==> config.mk <==
export PLATFORM = sky130hd
export DESIGN_NAME = frac_clkdiv
export DESIGN_NICKNAME = d
export VERILOG_FILES = /design/src/rtl/frac_clkdiv_pkg.sv /design/src/rtl/fdiv_regs.sv /design/src/rtl/fdiv_frac_acc.sv /design/src/rtl/fdiv_phase.sv /design/src/rtl/frac_clkdiv.sv
export SDC_FILE = /design/constraint.sdc
export NUM_CORES = 1
export LEC_CHECK = 0
export CAP_MARGIN = 20
export CORE_ASPECT_RATIO = 1.25
export CORE_UTILIZATION = 40
export CTS_CLUSTER_DIAMETER = 120
export DETAILED_ROUTE_END_ITERATION = 6
export PLACE_DENSITY = 0.69
export SYNTH_ARGS = -nofsm -noshare
export SYNTH_HDL_FRONTEND = slang
export SYNTH_SLANG_ARGS = --single-unit
==> constraint.sdc <==
create_clock -name clk -period 3.98 [get_ports clk]
set_input_delay 0.796 -clock clk [delete_from_list [all_inputs] [get_ports clk]]
set_output_delay 0.796 -clock clk [all_outputs]
set_load 0.05 [all_outputs]
==> src/rtl/frac_clkdiv_pkg.sv <==
package frac_clkdiv_pkg;

    // Register addresses seen on the write/read port
    typedef enum logic [1:0] {
        ADDR_HOLD   = 2'd0,
        ADDR_COMMIT = 2'd1,
        ADDR_ACTIVE = 2'd2,
        ADDR_SPARE  = 2'd3
    } fdiv_addr_e;

endpackage

==> src/rtl/fdiv_regs.sv <==
module fdiv_regs
    import frac_clkdiv_pkg::*;
#(
    parameter int INT_W  = 6,
    parameter int FRAC_W = 3
) (
    input  logic                    clk,
    input  logic                    rst_n,
    input  logic                    wr_en,
    input  logic [1:0]              wr_addr,
    input  logic [INT_W+FRAC_W-1:0] wr_data,
    input  logic [1:0]              rd_addr,
    output logic [INT_W+FRAC_W-1:0] rd_data,
    input  logic                    boundary,
    output logic [INT_W+FRAC_W-1:0] upcoming_field,
    output logic [INT_W+FRAC_W-1:0] active_field,
    output logic                    busy
);
    localparam int FW = INT_W + FRAC_W;

    typedef struct packed {
        logic [FW-1:0] hold;
        logic [FW-1:0] active;
        logic          pend;
    } regs_t;

    regs_t r_d, r_q;

    always_comb begin
        r_d = r_q;
        // the commit lands on a period boundary and uses the value held before this edge
        if (boundary && r_q.pend) begin
            r_d.active = r_q.hold;
            r_d.pend   = 1'b0;
        end
        if (wr_en) begin
            case (fdiv_addr_e'(wr_addr))
                ADDR_HOLD:   r_d.hold = wr_data;
                ADDR_COMMIT: if (wr_data[0]) r_d.pend = 1'b1;
                default:     ;
            endcase
        end
    end

    always_ff @(posedge clk or negedge rst_n) begin
        if (!rst_n) r_q <= '0;
        else        r_q <= r_d;
    end

    always_comb begin
        case (fdiv_addr_e'(rd_addr))
            ADDR_HOLD:   rd_data = r_q.hold;
            ADDR_COMMIT: rd_data = FW'(r_q.pend);
            ADDR_ACTIVE: rd_data = r_q.active;
            default:     rd_data = '0;
        endcase
    end

    assign upcoming_field = r_q.pend ? r_q.hold : r_q.active;
    assign active_field   = r_q.active;
    assign busy           = r_q.pend;

endmodule

==> src/rtl/fdiv_frac_acc.sv <==
module fdiv_frac_acc #(
    parameter int FRAC_W = 3,
    localparam int AW    = (FRAC_W > 0) ? FRAC_W : 1
) (
    input  logic          clk,
    input  logic          rst_n,
    input  logic          advance,
    input  logic [AW-1:0] frac_in,
    output logic          carry
);
    generate
        if (FRAC_W > 0) begin : g_acc
            logic [FRAC_W-1:0] acc_d, acc_q;
            logic [FRAC_W:0]   sum;

            always_comb begin
                sum   = {1'b0, acc_q} + {1'b0, frac_in};
                acc_d = advance ? sum[FRAC_W-1:0] : acc_q;
            end

            always_ff @(posedge clk or negedge rst_n) begin
                if (!rst_n) acc_q <= '0;
                else        acc_q <= acc_d;
            end

            assign carry = sum[FRAC_W];
        end else begin : g_int_only
            assign carry = 1'b0;
        end
    endgenerate

endmodule

==> src/rtl/fdiv_phase.sv <==
module fdiv_phase #(
    parameter int INT_W  = 6,
    parameter int FRAC_W = 3,
    localparam int FW    = INT_W + FRAC_W,
    localparam int CNT_W = INT_W + 1
) (
    input  logic             clk,
    input  logic             rst_n,
    input  logic             run,
    input  logic [FW-1:0]    next_field,
    output logic             boundary,
    output logic             div_clk,
    output logic [CNT_W-1:0] count
);
    localparam int SCW = FW + 1;
    localparam int AW  = (FRAC_W > 0) ? FRAC_W : 1;
    localparam logic [SCW-1:0] ONE_SCALED = SCW'(1) << FRAC_W;

    typedef struct packed {
        logic [CNT_W-1:0] cnt;
        logic [CNT_W-1:0] half;
        logic             out;
    } phase_t;

    phase_t p_d, p_q;

    logic [SCW-1:0]   scaled;
    logic [CNT_W-1:0] whole;
    logic [CNT_W-1:0] len;
    logic [AW-1:0]    frac_bits;
    logic             carry;

    generate
        if (FRAC_W > 0) begin : g_frac
            assign frac_bits = next_field[FRAC_W-1:0];
        end else begin : g_nofrac
            assign frac_bits = '0;
        end
    endgenerate

    assign boundary = run && (p_q.cnt == CNT_W'(1));

    fdiv_frac_acc #(.FRAC_W(FRAC_W)) u_acc (
        .clk     (clk),
        .rst_n   (rst_n),
        .advance (boundary),
        .frac_in (frac_bits),
        .carry   (carry)
    );

    always_comb begin
        scaled = {1'b0, next_field} + ONE_SCALED;
        whole  = scaled[SCW-1:FRAC_W];
        len    = whole + CNT_W'(carry);
        p_d    = p_q;
        if (run) begin
            if (boundary) begin
                p_d.cnt  = len;
                p_d.half = len >> 1;
            end else begin
                p_d.cnt = p_q.cnt - CNT_W'(1);
            end
            p_d.out = (p_d.cnt > p_d.half);
        end else begin
            p_d.out = 1'b0;
        end
    end

    always_ff @(posedge clk or negedge rst_n) begin
        if (!rst_n) begin
            p_q.cnt  <= CNT_W'(1);
            p_q.half <= '0;
            p_q.out  <= 1'b0;
        end else begin
            p_q <= p_d;
        end
    end

    assign div_clk = p_q.out;
    assign count   = p_q.cnt;

endmodule

==> src/rtl/frac_clkdiv.sv <==
module frac_clkdiv #(
    parameter int INT_W  = 6,
    parameter int FRAC_W = 3
) (
    input  logic                    clk,
    input  logic                    rst_n,
    input  logic                    gate_en,
    input  logic                    wr_en,
    input  logic [1:0]              wr_addr,
    input  logic [INT_W+FRAC_W-1:0] wr_data,
    input  logic [1:0]              rd_addr,
    output logic [INT_W+FRAC_W-1:0] rd_data,
    output logic                    div_clk
);
    localparam int FW    = INT_W + FRAC_W;
    localparam int CNT_W = INT_W + 1;

    logic             boundary;
    logic             busy;
    logic [FW-1:0]    upcoming_field;
    logic [FW-1:0]    active_field;
    logic [CNT_W-1:0] count;

    fdiv_regs #(.INT_W(INT_W), .FRAC_W(FRAC_W)) u_regs (
        .clk            (clk),
        .rst_n          (rst_n),
        .wr_en          (wr_en),
        .wr_addr        (wr_addr),
        .wr_data        (wr_data),
        .rd_addr        (rd_addr),
        .rd_data        (rd_data),
        .boundary       (boundary),
        .upcoming_field (upcoming_field),
        .active_field   (active_field),
        .busy           (busy)
    );

    fdiv_phase #(.INT_W(INT_W), .FRAC_W(FRAC_W)) u_phase (
        .clk        (clk),
        .rst_n      (rst_n),
        .run        (gate_en),
        .next_field (upcoming_field),
        .boundary   (boundary),
        .div_clk    (div_clk),
        .count      (count)
    );

endmodule

==> Word level (Yosys, flattened, before mapping) <==
Index checks and enable logic that the tools add are counted.
{ "op_classes": {"n_addsub": 4, "mul": 0, "div_mod_pow": 0, "order_cmp": 1, "eq_ne": 4, "shifts": 0, "muxes": 11, "bitwise_logic": 0, "n_reduce_logical": 5} }
{ "op_table": {"columns": ["op", "n"], "rows": [
  ["2-to-1 mux 7 bit", 4],
  ["one-hot mux 9 bit (3 select lines)", 1],
  ["adder 9 x 4 -> 10 bit, second input constant", 1],
  ["2-to-1 mux 9 bit", 1],
  ["adder 7 x 1 -> 7 bit", 1],
  ["equality test 7 x 1 -> 1 bit, second input constant", 1],
  ["> comparator 7 bit", 1],
  ["subtractor 7 x 1 -> 7 bit, second input constant", 1],
  ["2-to-1 mux 1 bit", 5],
  ["adder 3 x 3 -> 4 bit", 1],
  ["equality test 2 x 1 -> 1 bit, second input constant", 2],
  ["logical NOT 2 bit", 2],
  ["equality test 2 bit, second input constant", 1],
  ["logical AND 1 bit", 2],
  ["AND reduction 2 bit", 1]
]} }
{ "word_totals": {"ff_bits": 37, "latch_bits": 0, "ram_bits": 0, "rom_bits": 0, "in_bits": 17, "elab_cells": 32, "n_memories": 0} }

==> Longest topological paths before layout <==
Gate-level depths: netlist (run 1).
{ "depth": {"depth_word": 7, "ltp_mapped": 20} }

==> Modules after synthesis <==
A second synthesis (run 1) with hierarchy kept.
{ "unflattened": {"cells_unflattened": 268, "hier_area_um2": 2711.4} }
{ "modules_own_cells": {"columns": ["module", "n_inst", "cells_per_inst", "area_per_inst_um2"], "rows": [
  ["fdiv_phase", 1, 168, 1427.6],
  ["fdiv_regs", 1, 83, 1079.8],
  ["fdiv_frac_acc", 1, 17, 203.9]
]} }

==> Worst setup path after synthesis (run 1) <==
Ideal clock, no wire load.
{ "synth_timing": {"path_type": "register to register", "from": "register u_regs.r_q (netlist bit u_regs.busy)", "to": "register u_phase.p_q (netlist bit u_phase.div_clk)", "setup_ns": 0.120, "arrival_ns": 3.096, "setup_slack_ns": 0.764, "stages_incl_launch_ff": 19, "synth_period_minus_slack_ns": 3.216, "path_cell_list": "dfrtp_1 > buf_6 > buf_6 > mux2i_1 > inv_1 > ha_1 > a21o_1 > a21o_1 > ha_1 > or2_2 > a21oi_1 > a21oi_1 > ha_1 > nor2b_1 > o21ai_0 > nand2b_1 > a21oi_1 > o21ai_0 > o211a_1"} }
{ "synth_rtl": {"columns": ["item", "line_no", "rtl"], "rows": [
  ["start, declared", "fdiv_regs.sv:27", "regs_t r_d, r_q;"],
  ["start signal, assigned", "fdiv_regs.sv:47", "else r_q <= r_d;"],
  ["end signal, assigned", "fdiv_phase.sv:75", "p_q <= p_d;"],
  ["end, declared", "fdiv_phase.sv:25", "phase_t p_d, p_q;"]
]} }

==> Worst setup path in the final report (run 1) <==
{ "layout_timing": {"from": "input port rd_addr[1]", "to": "output port rd_data[0]"} }
{ "layout_via": {"elab_chain_len": 2, "word_cells_on_any_way": 4} }
{ "layout_lines": {"columns": ["item", "line_no", "rtl"], "rows": [
  ["start, declared", "frac_clkdiv.sv:11", "input logic [1:0] rd_addr,"],
  ["equality test 2 bit, or another cell as far along", "fdiv_regs.sv:51", "case (fdiv_addr_e'(rd_addr))"],
  ["one-hot mux 9 bit (3 select lines) *", "fdiv_regs.sv:51", null],
  ["end, declared", "frac_clkdiv.sv:12", "output logic [INT_W+FRAC_W-1:0] rd_data,"]
]} }
Every way passes the cells marked *; elsewhere a longest branch is shown, timed or not.

==> run metrics, run 1 <==
most used cells in the layout excluding fill and tap cells=36 x dfrtp_1, 25 x clkdlybuf4s50_1, 21 x mux2_2, 21 x nor2_1, 20 x nand2_1; filler instances=550; Final setup viols=0; Switching Fraction=38.82%; status=finished, final reports clean; clock slew at reported path FFs=about 70 ps; slowest CP cell=clkdlybuf4s50_1; pwr dens=564.3 nW/um2; library cells used by synthesis=48; CP startpoint kind=primary input; clk_skew=approximately 12 ps; VDD IR max=0.2183 mV; CTS Buf Count=5; worst flop-to-flop path endpoint=u_phase.div_clk$_DFF_PN0_; FF-to-FF Start=u_regs.busy$_DFF_PN0_; P_sw=0.0006054 W; CP top delay family=buffers and inverters; Crit path required time=3180 ps; Final Hold Viols=0; H-tree Lvls=2; CP startpoint=rd_addr[1]; Die Y=88.22 um; fin crit share=91.07%; HP Start=u_phase.u_acc.g_acc.acc_q[0]$_DFFE_PN0P_; die width=70.97 um; pre-CTS WS=between 300 and 400 ps; vias in the first global route=about 1,800; Final Routed Wirelength=4.593 mm; Post-Syn Nets=roughly 270; Async SR Flop Fraction=100.0%; Seq/Total Area, Yosys=38.98%; grt total ovfl=0; Diodes inserted=0; cells on worst reg2reg path=16; Buffers & Inverters on Critical Path=2; # nets final=293; CP peak stage delay=850 ps; Critical Path Stages=4; gate count of the mapped netlist=233; Clock power frac=about 16%; Tot GR Track Use=roughly 17%; clock latency on the worst-skew pair=290 ps; Internal=0.0009542 W; DRT Pass-1 Iters=4; Initial Utilization=41.16%; total number of vias=about 1,700; hold_buf cts=0; Worst-Margin Slew=862.9 ps; Worst Path Arrival=2830 ps; area grow syn2layout=16.20%; die area=6261 um2; Seq pwr share=37.7%; Max Root-Sink Buffers=2; first-pass GRT wire length=8.148 mm; Post-CTS Resized=0; max cap viols=0; most common cell after layout, fill and taps aside=dfrtp_1; port buffer count=26; Setup CP Type=primary input to primary output; FMAX=roughly 0.28 GHz; Post-DP HPWL=3.423 mm; Post-synth EDFFs=0; Pwr Total=0.001560 W; Worst Setup Slack, final=355.4 ps; initial DRC count=78; initial antenna violation count=0; row count=31; synthesized area=2379 um2; Core Area=5779 um2; share of layout cells above drive strength 1=15.00%; minimum clock period=3625 ps; wire per inst=14.09 um; Synth Flop Type=dfrtp_1; Vias/cell=5.218; worst relative slew slack=a little over two fifths; setup slack, reg-to-reg=~480 ps; crit-path cells=clkdlybuf4s50_1 > mux2i_1 > o22ai_1 > clkdlybuf4s50_1; largest net degree at the start of global routing=38; largest fanout on the critical path=10; #FFs+latches synth=37; Comb power frac=45.9%; CTS Sinks=37; setup bufs post-CTS=0; max-slew violation count=0; CTS tree=yes; synthesis warning total=0; Critical Path End=rd_data[0]; # DRC=0; clk root buf=clkbuf_8; Top cell by count, worst path=clkdlybuf4s50_1; Mapped Avg Cell Area=just over 10 um2; Boundary Pins=27; Antenna Violating Nets Remaining=0; leakage=1.286 nW; setup_tns=0 ps; RSZ-0062 raised after global routing=no; GP Congestion=0.7750; Setup crit end kind=primary output; Hold Path Class=register to register
## cell type report
| class | count | area (um2) | area share [%] |
|---|---|---|---|
| multi-input cells | 178 | 1361 | 49.25 |
| flip-flops and latches | 37 | 927.1 | 33.54 |
| repair buffers | 29 | 277.8 | 10.05 |
| well taps | 66 | 82.58 | 2.988 |
| clock buffers | 6 | 72.57 | 2.626 |
| inverters | 9 | 33.78 | 1.222 |
| clock inverters | 1 | 8.758 | 0.3169 |
## worst register-to-register path, delay by kind of cell (launching register included)
family / cells / cell delay (ps)
buffers and inverters: 1 / 250
flip-flops: 1 / 410
multiplexers: 1 / 370
adder cells (fa/ha/maj): 3 / 710
AO/OA/AOI/OAI: 8 / 1200
AND/OR/NAND/NOR: 3 / 470
## per-stage QoR
stage / instance area, um2 / utilization, % / std cells / hold slack, ps
floorplan: 2379 / - / 233 / 433.9
finish: 2764 / 47.82 / 326 / 491.6
detailed placement: 2683 / 46.42 / 319 / 457.0
CTS: 2764 / 47.82 / 326 / 495.0
global route: 2764 / 47.82 / 326 / 502.7
global placement: 2683 / 46.42 / 319 / 456.5
## routing by layer
metal | global-route usage, % | up-vias | part of all wire [%]
li1 | - | 867 | -
met1 | 20.59 | 796 | 47
met2 | 29.55 | 33 | 48
met3 | 3.075 | 5 | 3.4
met4 | 6.545 | 0 | 1.4
met5 | 0 | - | 0
## synthesized netlist by cell type, types with 2 or more instances
cell / n / area, um2
clkbuf_1: 5 / 18.77
nand2_1: 20 / 75.07
ha_1: 15 / 187.7
a21o_1: 4 / 30.03
mux2_2: 21 / 236.5
and2_1: 2 / 12.51
nor2_1: 21 / 78.83
o21ai_0: 12 / 60.06
buf_6: 3 / 33.78
or2_1: 2 / 12.51
dfrtp_1: 36 / 900.9
a21oi_1: 11 / 55.05
inv_1: 9 / 33.78
xor2_1: 5 / 43.79
nor3_1: 2 / 10.01
nand3_1: 3 / 15.01
nor2b_1: 4 / 25.02
or3_1: 3 / 18.77
xnor2_1: 7 / 61.31
nand2b_1: 3 / 18.77
a21boi_0: 3 / 22.52
mux2i_1: 14 / 140.1
o21a_1: 3 / 22.52
## registers in the layout (all words and copies together) (netlist names)
signal                     count
u_regs.r_q                     9
u_phase.p_q                    7
u_phase.u_acc.g_acc.acc_q      3
u_regs.active_field            9
u_phase.count                  7
u_regs.busy                    1
u_phase.div_clk                1
## power by group through the flow
stage	Combinational [W]	Sequential (W)	Clock, W
after global routing	0.000810	0.000608	0.000278
after floorplan	0.000553	0.000582	0
after CTS	0.000723	0.000590	0.000263
after global placement	0.000696	0.000593	0
after detailed placement	0.000719	0.000597	0
final	0.000716	0.000588	0.000255
## worst min-delay path by stage
stage | end | slack [ps] | cells past startpoint
after floorplan | u_phase.p_q[3]$_DFFE_PN0P_ | 430 | 2
after global placement | u_phase.p_q[3]$_DFFE_PN0P_ | 460 | 2
after detailed placement | u_phase.p_q[3]$_DFFE_PN0P_ | 460 | 2
after CTS | u_phase.p_q[7]$_DFFE_PN0P_ | 490 | 1
after global routing | u_phase.u_acc.g_acc.acc_q[0]$_DFFE_PN0P_ | 500 | 2
final | u_phase.u_acc.g_acc.acc_q[0]$_DFFE_PN0P_ | 490 | 2
## cells by family after synthesis
logic type	Yosys count	synth area share [%]
compound gates	44	12.63
xor+xnor	12	4.419
fa+ha+maj	16	8.732
buf+inv	18	3.787
flops	37	38.98
mux	37	17.04
simple gates	69	14.41
(Power assumes the default switching activity.)
==> run 2, diff against run 1 <==
- CAP_MARGIN: 20 -> default
- REMOVE_ABC_BUFFERS: default -> 1
==> run 2 against run 1 <==
Compared with the run above: via count up 3.2%; combinational power about the same; maximum frequency up 2.6%; setup slack better by 91 ps; die area unchanged; cell count up 0.92%; critical path depth up 12; total power up 5.1%; sequential cell count unchanged; hold slack worse by 16 ps; critical endpoint is now u_phase.div_clk$_DFF_PN0_; highest routed layer unchanged.
==> run metrics, run 2 (same netlist as run 1, synthesis figures left out) <==
leakage=between 1 and 1.5 nW; VDD IR max=about 0.25 mV; setup bufs post-CTS=0; max-slew violation count=0; clock latency on the worst-skew pair=300 ps; setup slack, reg-to-reg=450 ps; CTS Sinks=37; HP Start=u_phase.p_q[3]$_DFFE_PN0P_; crit-path cells=buf_4 > mux2_2 > ha_1 > a21o_1 > a21o_1 > ha_1 > or2_2 > a21oi_1 > a21oi_1 > ha_1 > nor2b_1 > o21ai_0 > nand2b_1 > a21oi_1 > o21ai_0 > o211a_1; Post-DP HPWL=3.374 mm; Setup CP Type=register to register; fin crit share=between 80% and 90%; first-pass GRT wire length=7.879 mm; RSZ-0062 raised after global routing=no; CP startpoint kind=register; # nets final=295; largest fanout on the critical path=12; CP peak stage delay=450 ps; CP top delay family=compound AO/OA/AOI/OAI gates; Post-CTS Resized=0; FMAX=0.2830 GHz; setup_tns=0 ps; Final setup viols=0; clock slew at reported path FFs=70 ps; share of layout cells above drive strength 1=between 10% and 20%; CTS tree=yes; Diodes inserted=0; Final Hold Viols=0; max cap viols=0; Initial Utilization=41.16%; die area=between 6000 and 7000 um2; Crit path required time=4160 ps; clk_skew=6.590 ps; hold endpoint=u_phase.p_q[3]$_DFFE_PN0P_; DRT Pass-1 Iters=4; die width=a little over 70 um; hold_ws=475.8 ps; H-tree Lvls=2; initial DRC count=44; Core Area=5779 um2; Max Root-Sink Buffers=2; slowest CP cell=dfrtp_1; Worst-Margin Slew=817.5 ps; worst flop-to-flop path endpoint=u_phase.div_clk$_DFF_PN0_; Placement Cell Area=~2700 um2; cells on worst reg2reg path=16; port buffer count=26; largest net degree at the start of global routing=38; Final Routed Wirelength=4.475 mm; filler instances=approximately 530; minimum clock period=3534 ps; Placed Cells=321; Boundary Pins=27; Antenna Violating Nets Remaining=0; most common cell after layout, fill and taps aside=dfrtp_1; Die Y=88.22 um; total number of vias=1,756; Non-Filler Instances=about 330; GP Congestion=~0.77; vias in the first global route=1,769; FF-to-FF Start=u_regs.busy$_DFF_PN0_; Worst Path Arrival=3710 ps; pwr dens=582.2 nW/um2; wire per inst=13.60 um; cell area after layout=2815 um2; most used cells in the layout excluding fill and tap cells=36 x dfrtp_1, 24 x clkdlybuf4s50_1, 21 x mux2_2, 21 x nor2_1, 20 x nand2_1; CTS Buf Count=5; Buffers & Inverters on Critical Path=1; Setup crit end kind=register; area grow syn2layout=18.36%; # DRC=0; initial antenna violation count=0; Tot GR Track Use=16.44%; Vias/cell=5.337; status=finished, final reports clean; row count=31; hold_buf cts=0; worst relative slew slack=a little under half; Hold Path Class=register to register; grt total ovfl=0; Min-Delay Path Depth=2; clk root buf=clkbuf_8
==> run 2: cell types whose count changed in the layout (fill, tap and decap cells not counted), sizes merged <==
cell and delta:
clkinvlp +1, buf +3, bufinv +1, clkinv -1
clkdlybuf4s50 -1
==> run 2: worst max-delay path by stage <==
stage                                startpoint                   endpoint  slack (ps)  cells past startpoint
after floorplan           u_regs.busy$_DFF_PN0_  u_phase.div_clk$_DFF_PN0_         650                     16
after CTS                 u_regs.busy$_DFF_PN0_  u_phase.div_clk$_DFF_PN0_         420                     16
after detailed placement  u_regs.busy$_DFF_PN0_  u_phase.div_clk$_DFF_PN0_         450                     16
after global routing      u_regs.busy$_DFF_PN0_  u_phase.div_clk$_DFF_PN0_         160                     16
final                     u_regs.busy$_DFF_PN0_  u_phase.div_clk$_DFF_PN0_         450                     16
after global placement               rd_addr[1]                 rd_data[2]         460                      4
==> run 2: layer usage <==
metal / track usage, % / up-vias / routed length, um
met5: 0 / - / 0
met4: 7.636 / 0 / 84
met3: 3.645 / 5 / 109
met2: 29.90 / 20 / 2235
met1: 18.45 / 851 / 2045
li1: - / 880 / -
==> run 2: final cells by class <==
type	instances	area (um2)	area share (%)
clock buffers	6	82.58	2.933
clock inverters	2	37.54	1.333
inverters	9	33.78	1.200
multi-input cells	178	1361	48.36
flip-flops and latches	37	927.1	32.93
well taps	66	82.58	2.933
repair buffers	31	290.3	10.31
==> run 2: worst min-delay path: stages (launching register included) <==
cell	delay (ps)
dfrtp_1	330
nand2_1	60
nand2_1	60
==> run 2: power by group <==
group,internal (W),switching [W],total [W]
logic,0.000345,0.000367,0.000713
registers,0.000488,0.0000977,0.000586
clock network,0.000204,0.000137,0.000340
total,0.00104,0.000602,0.00164
==> run 2: metrics by stage <==
step / total power [W] / utilization [%] / worst slack, ps
final: 0.001639 / 48.71 / 446.2
after CTS: 0.001658 / 48.71 / 420.5
after detailed placement: 0.001307 / 46.63 / 450.6
after global routing: 0.001775 / 48.71 / 161.6
after global placement: 0.001285 / 46.63 / 462.1
after floorplan: 0.001118 / - / 647.4
==> run 3, diff against run 2 <==
- CAP_MARGIN: default -> 15
- MAX_ROUTING_LAYER: default -> met4
==> run 3 against run 2 <==
Compared with the run above: critical path depth stayed put; utilization stayed put; design area stayed put; sequential power hardly changed; hold slack stayed put; global-route usage is 0.55 points higher; via count hardly changed; first-iteration DRC count stayed put; clock skew hardly changed; cell count stayed put; clock power hardly changed; wire length hardly changed.
==> run metrics, run 3 (same netlist as run 1, synthesis figures left out) <==
# DRC=0; worst relative slew slack=between 40% and 50%; P_sw=0.0006017 W; Clock power frac=a little over a fifth; clk_skew=6.650 ps; GP Congestion=0.7797; max-slew violation count=0; Boundary Pins=27; Crit path required time=4160 ps; FMAX=0.2830 GHz; filler instances=525; Antenna Violating Nets Remaining=0; leakage=1.313 nW; Worst-Margin Slew=between 800 and 900 ps; setup bufs post-CTS=0; hold_ws=between 400 and 500 ps; Internal=0.001037 W; CP startpoint kind=register; pre-CTS WS=450.6 ps; first-pass GRT wire length=7.900 mm; Setup crit end kind=register; area grow syn2layout=18.36%; share of layout cells above drive strength 1=16.73%; CTS tree=yes; Final setup viols=0; grt total ovfl=0; Switching Fraction=36.71%; most common cell after layout, fill and taps aside=dfrtp_1; row count=31; largest net degree at the start of global routing=38; Core Area=5779 um2; DRT Pass-1 Iters=4; Worst Path Arrival=3710 ps; vias in the first global route=1,767; clock slew at reported path FFs=70 ps; Hold Path Class=register to register; Seq pwr share=35.8%; CTS Buf Count=5; CTS Sinks=37; setup_tns=0 ps; Non-Filler Instances=roughly 330; Pwr Total=0.001639 W; Diodes inserted=0; Post-DP HPWL=3.374 mm; initial DRC count=44; fin crit share=about 89%; Post-CTS Resized=0; Tot GR Track Use=16.99%; status=finished, final reports clean; Worst Setup Slack, final=446.1 ps; Multi-input gate area=about 1400 um2; initial antenna violation count=0; Setup CP Type=register to register; wire per inst=13.61 um; clock latency on the worst-skew pair=300 ps; register area=927.1 um2; port buffer count=26; Initial Utilization=between 40% and 50%; Comb power frac=43.5%; max cap viols=0; total number of vias=between 1,500 and 2,000; clk root buf=clkbuf_8; minimum clock period=between 3000 and 4000 ps; Max Root-Sink Buffers=2; most used cells in the layout excluding fill and tap cells=36 x dfrtp_1, 24 x clkdlybuf4s50_1, 21 x mux2_2, 21 x nor2_1, 20 x nand2_1; largest fanout on the critical path=12; Die Y=88.22 um; die width=just over 70 um; pwr dens=just under 600 nW/um2; Final Routed Wirelength=4.477 mm; Placed Cells=321; hold_buf cts=0; Vias/cell=~5.3; H-tree Lvls=2; Final Hold Viols=0; VDD IR max=0.2522 mV; die area=6261 um2; RSZ-0062 raised after global routing=no; # nets final=295
## run 3: cell counts in the layout (fill, tap and decap cells not counted)
No cell type changed its count.
## run 3: layout make-up
class / instances / area share (%)
clock buffers: 6 / 2.933
inverters: 9 / 1.200
multi-input cells: 178 / 48.36
well taps: 66 / 2.933
clock inverters: 2 / 1.333
flip-flops and latches: 37 / 32.93
repair buffers: 31 / 10.31
## run 3: stage by stage
stage                     cell area, um2  utilization, %
after floorplan                     2322               -
after global placement              2695           46.63
after detailed placement            2695           46.63
after CTS                           2815           48.71
after global routing                2815           48.71
final                               2815           48.71
## run 3: layer usage
metal	vias up	track usage, %	part of all wire [%]
li1	879	-	-
met1	851	18.52	46
met2	20	29.90	50
met3	5	3.645	2.4
met4	0	7.636	1.9
met5	-	-	0
## run 3: path summary, 6_finish.rpt
kind / startpoint / to / slack, ps / cells after the start
min in group asynchronous: rst_n / u_regs.active_field[2]$_DFFE_PN0P_ / 590 / 1
min reg2reg: u_phase.p_q[3]$_DFFE_PN0P_ / u_phase.p_q[3]$_DFFE_PN0P_ / 480 / 2
max in group asynchronous: rst_n / u_phase.count[4]$_DFFE_PN0P_ / 2870 / 1
min: u_phase.p_q[3]$_DFFE_PN0P_ / u_phase.p_q[3]$_DFFE_PN0P_ / 480 / 2
max: u_regs.busy$_DFF_PN0_ / u_phase.div_clk$_DFF_PN0_ / 450 / 16
max reg2reg: u_regs.busy$_DFF_PN0_ / u_phase.div_clk$_DFF_PN0_ / 450 / 16
## run 3: power by group through the flow
stage	Sequential [W]	Clock, W	Combinational [W]
2_1_floorplan	0.000592	0	0.000526
3_3_place_gp	0.000588	0	0.000697
3_5_place_dp	0.000594	0	0.000713
4_1_cts	0.000587	0.000351	0.000720
5_1_grt	0.000603	0.000366	0.000806
6_report	0.000586	0.000340	0.000713
## run 3: worst max-delay path, cell delays in order, from the launching register on
cell	delay (ps)
dfrtp_1	450
buf_4	240
mux2_2	360
ha_1	190
a21o_1	170
a21o_1	190
ha_1	190
or2_2	270
a21oi_1	220
a21oi_1	100
ha_1	300
nor2b_1	140
o21ai_0	140
nand2b_1	80
a21oi_1	140
o21ai_0	90
o211a_1	150
